File: config.mk
export PLATFORM = sky130hd
export DESIGN_NAME = fp8_to_fp32_decoder
export DESIGN_NICKNAME = d
export VERILOG_FILES = /design/src/rtl/fp8dec_pkg.sv /design/src/rtl/fp8dec_unpack.sv /design/src/rtl/fp8dec_normalize.sv /design/src/rtl/fp8dec_pack.sv /design/src/rtl/fp8dec_stage.sv /design/src/rtl/fp8_to_fp32_decoder.sv
export SDC_FILE = /design/constraint.sdc
export NUM_CORES = 1
export LEC_CHECK = 0
export ABC_AREA = 1
export BUFFER_PORTS_ARGS = -buffer_cell sky130_fd_sc_hd__buf_2
export CAP_MARGIN = 20
export CORE_MARGIN = 10
export CORE_UTILIZATION = 56
export CTS_CLUSTER_DIAMETER = 150
export DETAILED_ROUTE_END_ITERATION = 10
export PLACE_DENSITY = 0.86
export SLEW_MARGIN = 20
export SYNTH_ARGS = -nofsm -noshare
export SYNTH_HDL_FRONTEND = slang
export SYNTH_SLANG_ARGS = --single-unit
File: constraint.sdc
create_clock -name clk -period 3.2 [get_ports clk]
set_input_delay 0.48 -clock clk [delete_from_list [all_inputs] [get_ports clk]]
set_output_delay 0.48 -clock clk [all_outputs]
set_load 0.02 [all_outputs]
File: src/rtl/fp8dec_pkg.sv
package fp8dec_pkg;
  localparam int CODE_W     = 8;
  localparam int SIG_W      = 3;   // widest mantissa among the layouts
  localparam int EXPF_W     = 5;   // widest exponent field
  localparam int F32_W      = 32;
  localparam int F32_EXP_W  = 8;
  localparam int F32_FRAC_W = 23;
  localparam int F32_BIAS   = 127;
  localparam int SH_W       = $clog2(SIG_W + 1);

  localparam logic [F32_W-1:0] NAN_WORD  = 32'h7F80_0001;
  localparam logic [F32_W-2:0] INF_MAG   = 31'h7F80_0000;
  localparam logic [F32_W-2:0] CLIP_MAG  = 31'h4760_0000;

  typedef enum logic [1:0] {
    FMT_E4_STD = 2'd0,
    FMT_E5_STD = 2'd1,
    FMT_E4_CMP = 2'd2,
    FMT_E5_CMP = 2'd3
  } fp8_fmt_e;

  typedef enum logic [2:0] {
    CLS_ZERO,
    CLS_SUB,
    CLS_NORM,
    CLS_INF,
    CLS_NAN
  } fp8_cls_e;

  typedef struct packed {
    logic nan;
    logic inf;
    logic zero;
  } fp8_flags_t;

  typedef struct packed {
    logic [F32_W-1:0] word;
    fp8_flags_t       flags;
  } fp8_res_t;
endpackage

File: src/rtl/fp8dec_unpack.sv
module fp8dec_unpack
  import fp8dec_pkg::*;
(
  input  logic [CODE_W-1:0]  code,
  input  fp8_fmt_e           fmt,
  output logic               sign,
  output logic [EXPF_W-1:0]  exp_field,
  output logic [SIG_W-1:0]   frac3,
  output logic [EXPF_W-1:0]  bias,
  output fp8_cls_e           cls
);
  logic wide;
  logic compact;
  logic [CODE_W-2:0] mag;

  assign wide    = fmt[0];
  assign compact = fmt[1];
  assign sign    = code[CODE_W-1];
  assign mag     = code[CODE_W-2:0];

  always_comb begin
    if (wide) begin
      exp_field = code[6:2];
      frac3     = {code[1:0], 1'b0};
      bias      = EXPF_W'(15) + EXPF_W'(compact);
    end else begin
      exp_field = {1'b0, code[6:3]};
      frac3     = code[2:0];
      bias      = EXPF_W'(7) + EXPF_W'(compact);
    end
  end

  always_comb begin
    if (mag == '0) begin
      cls = (compact && sign) ? CLS_NAN : CLS_ZERO;
    end else if (!compact && !wide && (mag == 7'h7F)) begin
      cls = CLS_NAN;
    end else if (!compact && wide && (exp_field == 5'h1F)) begin
      cls = (frac3 == '0) ? CLS_INF : CLS_NAN;
    end else if (exp_field == '0) begin
      cls = CLS_SUB;
    end else begin
      cls = CLS_NORM;
    end
  end
endmodule

File: src/rtl/fp8dec_normalize.sv
module fp8dec_normalize
  import fp8dec_pkg::*;
(
  input  logic [EXPF_W-1:0]     exp_field,
  input  logic [SIG_W-1:0]      frac3,
  input  logic [EXPF_W-1:0]     bias,
  output logic [F32_EXP_W-1:0]  exp8,
  output logic [F32_FRAC_W-1:0] frac23
);
  localparam int PAD_W = F32_FRAC_W - SIG_W;

  logic [SH_W-1:0]  sh;
  logic [SIG_W-1:0] aligned;
  logic             is_sub;

  assign is_sub = (exp_field == '0);

  // distance that moves the leading one just past the top of the field
  always_comb begin
    sh = SH_W'(SIG_W);
    for (int i = 0; i < SIG_W; i++) begin
      if (frac3[i]) sh = SH_W'(SIG_W - i);
    end
  end

  assign aligned = frac3 << sh;

  always_comb begin
    if (is_sub) begin
      exp8   = F32_EXP_W'(F32_BIAS + 1) - F32_EXP_W'(bias) - F32_EXP_W'(sh);
      frac23 = {aligned, {PAD_W{1'b0}}};
    end else begin
      exp8   = F32_EXP_W'(F32_BIAS) + F32_EXP_W'(exp_field) - F32_EXP_W'(bias);
      frac23 = {frac3, {PAD_W{1'b0}}};
    end
  end
endmodule

File: src/rtl/fp8dec_pack.sv
module fp8dec_pack
  import fp8dec_pkg::*;
(
  input  logic                  sign,
  input  fp8_cls_e              cls,
  input  logic [F32_EXP_W-1:0]  exp8,
  input  logic [F32_FRAC_W-1:0] frac23,
  input  logic                  clip,
  output fp8_res_t              res
);
  always_comb begin
    res = '0;
    unique case (cls)
      CLS_ZERO: begin
        res.word       = {sign, {(F32_W-1){1'b0}}};
        res.flags.zero = 1'b1;
      end
      CLS_NAN: begin
        res.word      = NAN_WORD;
        res.flags.nan = 1'b1;
      end
      CLS_INF: begin
        if (clip) begin
          res.word = {sign, CLIP_MAG};
        end else begin
          res.word      = {sign, INF_MAG};
          res.flags.inf = 1'b1;
        end
      end
      default: res.word = {sign, exp8, frac23};
    endcase
  end
endmodule

File: src/rtl/fp8dec_stage.sv
module fp8dec_stage
  import fp8dec_pkg::*;
#(
  parameter bit REG_OUT = 1'b1
) (
  input  logic     clk,
  input  logic     rst_n,
  input  logic     in_valid,
  output logic     in_ready,
  input  fp8_res_t in_res,
  output logic     out_valid,
  input  logic     out_ready,
  output fp8_res_t out_res
);
  generate
    if (REG_OUT) begin : g_reg
      logic     vld_q;
      fp8_res_t res_q;

      assign in_ready = !vld_q || out_ready;

      always_ff @(posedge clk or negedge rst_n) begin
        if (!rst_n)        vld_q <= 1'b0;
        else if (in_ready) vld_q <= in_valid;
      end

      always_ff @(posedge clk or negedge rst_n) begin
        if (!rst_n)                     res_q <= '0;
        else if (in_valid && in_ready)  res_q <= in_res;
      end

      assign out_valid = vld_q;
      assign out_res   = res_q;
    end else begin : g_comb
      assign in_ready  = out_ready;
      assign out_valid = in_valid;
      assign out_res   = in_res;
    end
  endgenerate
endmodule

File: src/rtl/fp8_to_fp32_decoder.sv
module fp8_to_fp32_decoder
  import fp8dec_pkg::*;
#(
  parameter bit REG_OUT = 1'b1
) (
  input  logic        clk,
  input  logic        rst_n,
  input  logic        in_valid,
  output logic        in_ready,
  input  logic [7:0]  in_code,
  input  logic [1:0]  in_fmt,
  input  logic        in_clip,
  output logic        out_valid,
  input  logic        out_ready,
  output logic [31:0] out_word,
  output logic        out_nan,
  output logic        out_inf,
  output logic        out_zero
);
  logic                  sign;
  logic [EXPF_W-1:0]     exp_field;
  logic [SIG_W-1:0]      frac3;
  logic [EXPF_W-1:0]     bias;
  fp8_cls_e              cls;
  logic [F32_EXP_W-1:0]  exp8;
  logic [F32_FRAC_W-1:0] frac23;
  fp8_res_t              comb_res;
  fp8_res_t              stage_res;

  fp8dec_unpack u_unpack (
    .code      (in_code),
    .fmt       (fp8_fmt_e'(in_fmt)),
    .sign      (sign),
    .exp_field (exp_field),
    .frac3     (frac3),
    .bias      (bias),
    .cls       (cls)
  );

  fp8dec_normalize u_norm (
    .exp_field (exp_field),
    .frac3     (frac3),
    .bias      (bias),
    .exp8      (exp8),
    .frac23    (frac23)
  );

  fp8dec_pack u_pack (
    .sign   (sign),
    .cls    (cls),
    .exp8   (exp8),
    .frac23 (frac23),
    .clip   (in_clip),
    .res    (comb_res)
  );

  fp8dec_stage #(.REG_OUT(REG_OUT)) u_stage (
    .clk       (clk),
    .rst_n     (rst_n),
    .in_valid  (in_valid),
    .in_ready  (in_ready),
    .in_res    (comb_res),
    .out_valid (out_valid),
    .out_ready (out_ready),
    .out_res   (stage_res)
  );

  assign out_word = stage_res.word;
  assign out_nan  = stage_res.flags.nan;
  assign out_inf  = stage_res.flags.inf;
  assign out_zero = stage_res.flags.zero;
endmodule

==> run_summary.xml <==
<?xml version="1.0" encoding="UTF-8"?>
<metrics>
  <group name="die">
    <metric name="core" unit="mm2">0.00283</metric>
    <metric name="die_height" unit="um">75.0</metric>
    <metric name="initial_core_util" unit="%">59.9</metric>
    <metric name="die_width" unit="um">75.0</metric>
    <metric name="dieArea" unit="mm2">0.00563</metric>
    <metric name="rows" unit="">19</metric>
    <metric name="num_io_pins" unit="">52</metric>
  </group>
  <group name="pwr">
    <metric name="power.total" unit="mW">0.694</metric>
    <metric name="cellLeakagePower" unit="nW">1.04</metric>
    <metric name="power.ir.vdd_worst" unit="mV">0.157</metric>
    <metric name="power_density" unit="mW/mm2">381</metric>
  </group>
  <group name="timing">
    <metric name="tns_setup" unit="ns">0</metric>
    <metric name="post-route-worst-setup-slack" unit="ns">0.621</metric>
    <metric name="min_period_over_period" unit="%">80.6</metric>
    <metric name="final_slew_viol_count" unit="">0</metric>
    <metric name="hold_slack" unit="ns">0.0748</metric>
    <metric name="final_hold_violation_count" unit="">0</metric>
    <metric name="clock.fmax" unit="GHz">0.388</metric>
    <metric name="timing.final.crit_period" unit="ns">2.58</metric>
    <metric name="report.final.setup_viol" unit="">0</metric>
    <metric name="fin_skew" unit="ns">0.00158</metric>
    <metric name="rsz0062_at_grt" unit="">no</metric>
  </group>
  <group name="clocking">
    <metric name="cts_setup_buffers" unit="">0</metric>
    <metric name="clkSlewWorstSetupHoldPaths" unit="ns">0.09</metric>
    <metric name="clkLatencyLatePin" unit="ns">0.30</metric>
    <metric name="numClockSinks" unit="">17</metric>
    <metric name="cts_repair_resize_count" unit="">0</metric>
    <metric name="htree_levels" unit="">1</metric>
    <metric name="tritoncts.num_buffers" unit="">3</metric>
    <metric name="tritoncts" unit="">yes</metric>
    <metric name="cts-root-buf" unit="">sky130_fd_sc_hd__clkbuf_4</metric>
    <metric name="cts_hold_buf" unit="">0</metric>
    <metric name="cts-root-to-sink-buffers" unit="">2</metric>
  </group>
  <group name="final_layout">
    <metric name="antennaDiodeCount" unit="">0</metric>
    <metric name="layout.cells.most_common" unit="">sky130_fd_sc_hd__nand2_1</metric>
    <metric name="drive_above_1_share" unit="%">20.1</metric>
    <metric name="most-common-layout-cells" unit="">sky130_fd_sc_hd__nand2_1 (66), sky130_fd_sc_hd__nor2_1 (33), sky130_fd_sc_hd__buf_2 (32), sky130_fd_sc_hd__inv_1 (26), sky130_fd_sc_hd__conb_1 (19)</metric>
    <metric name="net_count_final" unit="">315</metric>
    <metric name="finalInstanceArea" unit="mm2">0.00182</metric>
    <metric name="syn2layout_area_growth" unit="%">7.45</metric>
  </group>
  <group name="flow_run">
    <metric name="maxCapViolCount" unit="">0</metric>
  </group>
  <group name="synthesis">
    <metric name="yosysWarnings" unit="">0</metric>
    <metric name="synth_fa_ha_area_share" unit="%">12.3</metric>
    <metric name="mux_cell_area_share_after_synthesis" unit="%">0</metric>
    <metric name="postSynthRegisterBits" unit="">17</metric>
    <metric name="syn_area_per_cell" unit="um2">6.73</metric>
    <metric name="yosys.area_share.simple" unit="%">36.8</metric>
    <metric name="synth_top_family_by_area" unit="">simple AND/OR/NAND/NOR gates</metric>
    <metric name="yosysSeqAreaShare" unit="%">25.1</metric>
    <metric name="synth-xor-area-share" unit="%">1.03</metric>
    <metric name="synth_compound_gate_area_share" unit="%">8.12</metric>
    <metric name="post_synth_instance_area" unit="mm2">0.00170</metric>
    <metric name="netlist_instances" unit="">252</metric>
    <metric name="yosys.cell_types.count" unit="">28</metric>
  </group>
  <group name="detailed_routing">
    <metric name="drt_pre_antenna_iters" unit="">4</metric>
    <metric name="route.antenna.remaining_nets" unit="">0</metric>
    <metric name="num_vias" unit="">1550</metric>
    <metric name="initialDrtViolationCount" unit="">76</metric>
    <metric name="drt_drc_violations_left" unit="">0</metric>
    <metric name="viasPerCell" unit="">4.94</metric>
    <metric name="detail_route.wl_per_cell" unit="um">12.1</metric>
    <metric name="routed_wirelength" unit="um">3790</metric>
  </group>
  <group name="run_status">
    <metric name="run_status" unit="">finished, final reports clean</metric>
  </group>
  <group name="placement">
    <metric name="replace_congestion" unit="">0.939</metric>
    <metric name="dp_worst_setup_slack" unit="ns">0.337</metric>
    <metric name="portBuffers" unit="">32</metric>
    <metric name="dpl_cell_area" unit="mm2">0.00180</metric>
    <metric name="detailed_place_hpwl" unit="um">3300</metric>
  </group>
  <group name="global_routing">
    <metric name="wire_length_of_the_first_global_routing_pass" unit="um">6190</metric>
    <metric name="first_global_vias" unit="">1428</metric>
    <metric name="grt_overflow" unit="">0</metric>
    <metric name="antenna_found_initial" unit="">0</metric>
    <metric name="grt_start_max_net_pins" unit="">24</metric>
    <metric name="track_usage" unit="%">13.5</metric>
  </group>
  <group name="critical_path">
    <metric name="worst_r2r_startpoint" unit="">u_stage.out_valid$_DFFE_PN0N_</metric>
    <metric name="critPathKind" unit="">input pin to register</metric>
    <metric name="element_type_at_the_critical_path_start" unit="">input pin</metric>
    <metric name="req_time_crit_path" unit="ns">3.43</metric>
    <metric name="arrival" unit="ns">2.81</metric>
    <metric name="critPathMaxFanout" unit="">23</metric>
    <metric name="crit_start" unit="">in_fmt[0]</metric>
    <metric name="timing.critical_path.to_type" unit="">register</metric>
  </group>
  <group name="min_path">
    <metric name="hp-class" unit="">input pin to async pin</metric>
  </group>
</metrics>
-- state kept, by name (all words and copies together) (netlist names) --
register,flops
u_stage.out_res,16
u_stage.out_valid,1
-- final cells by class --
cell class                      instances  area [um2]
Fill cell                             284        1010
Clock buffer                            4        26.3
Multi-Input combinational cell        201        1060
Timing Repair Buffer                   32         160
Sequential cell                        17         425
Inverter                               29         114
Tap cell                               31        38.8
-- per-stage QoR --
step	cells	util, %
floorplan	270	-
global placement	310	63.5
detailed placement	310	63.5
CTS	314	64.4
global route	314	64.4
finish	314	64.4
-- critical path, stage by stage --
cell and delay, ns:
sky130_fd_sc_hd__buf_2 0.32, sky130_fd_sc_hd__inv_2 0.11, sky130_fd_sc_hd__ha_1 0.24, sky130_fd_sc_hd__nor2_1 0.30
sky130_fd_sc_hd__ha_1 0.23, sky130_fd_sc_hd__inv_1 0.06, sky130_fd_sc_hd__fa_1 0.40, sky130_fd_sc_hd__o21ai_0 0.21
sky130_fd_sc_hd__or2_2 0.14, sky130_fd_sc_hd__nand3_1 0.06, sky130_fd_sc_hd__nand2_1 0.06, sky130_fd_sc_hd__nand2_1 0.05
sky130_fd_sc_hd__a21oi_1 0.13
-- path summary, 6_finish.rpt --
check | end | slack (ns) | cells past startpoint
worst max-delay path | u_stage.out_res[30]$_DFFE_PN0P_ | 0.62 | 13
worst min-delay path | u_stage.out_res[34]$_DFFE_PN0P_ | 0.07 | 1
max in group asynchronous | u_stage.out_res[28]$_DFFE_PN0P_ | 2.87 | 1
min in group clk | u_stage.out_res[34]$_DFFE_PN0P_ | 0.43 | 3
worst min register to register | u_stage.out_res[3]$_DFFE_PN0P_ | 0.49 | 2
worst max register to register | u_stage.out_res[31]$_DFFE_PN0P_ | 1.64 | 6
-- routing by layer --
metal	share of wire, %	vias up	global-route usage (%)
met2	46	48	23.0
met4	1.2	0	6.09
met5	0	-	0
li1	-	817	-
met3	8.3	7	2.76
met1	45	678	16.1
-- cell usage after synthesis --
master	count	area share, %
sky130_fd_sc_hd__xnor2_1	2	1.0
sky130_fd_sc_hd__or2_2	1	0.37
sky130_fd_sc_hd__buf_4	19	8.4
sky130_fd_sc_hd__buf_6	1	0.66
sky130_fd_sc_hd__o21ai_2	2	1.0
sky130_fd_sc_hd__buf_2	1	0.29
sky130_fd_sc_hd__nor3_1	1	0.29
sky130_fd_sc_hd__o21ai_1	4	1.2
sky130_fd_sc_hd__nand3_1	17	5.0
sky130_fd_sc_hd__o211ai_1	2	0.89
sky130_fd_sc_hd__inv_1	26	5.8
sky130_fd_sc_hd__nor2_8	1	1.2
sky130_fd_sc_hd__nor2_1	33	7.3
sky130_fd_sc_hd__nand3_2	2	1.2
sky130_fd_sc_hd__nand4_1	3	1.1
sky130_fd_sc_hd__fa_1	1	1.2
sky130_fd_sc_hd__clkinv_4	1	0.52
sky130_fd_sc_hd__inv_2	2	0.44
sky130_fd_sc_hd__nand2_1	66	15
sky130_fd_sc_hd__dfrtp_1	17	25
sky130_fd_sc_hd__conb_1	1	0.22
sky130_fd_sc_hd__ha_1	15	11
sky130_fd_sc_hd__clkbuf_1	2	0.44
sky130_fd_sc_hd__a21oi_1	10	3.0
sky130_fd_sc_hd__o21ai_0	7	2.1
sky130_fd_sc_hd__nand2_2	10	3.7
sky130_fd_sc_hd__nand3b_1	2	0.89
sky130_fd_sc_hd__nor2_2	3	1.1
-- kinds of logic after synthesis --
| kind of cell | after synthesis |
|---|---|
| DFF | 17 |
| buffers and inverters | 52 |
| other | 1 |
| and+or+nand+nor | 139 |
| xor gates and xnor gates | 2 |
| AOI/OAI and AO/OA | 25 |
| adders and majority gates | 16 |
-- report_power, final --
group	internal, mW	total, mW	switching, mW
clock	0.0487	0.116	0.0670
combinational	0.103	0.312	0.209
sequential	0.250	0.267	0.0170
(Power assumes the default switching activity.)
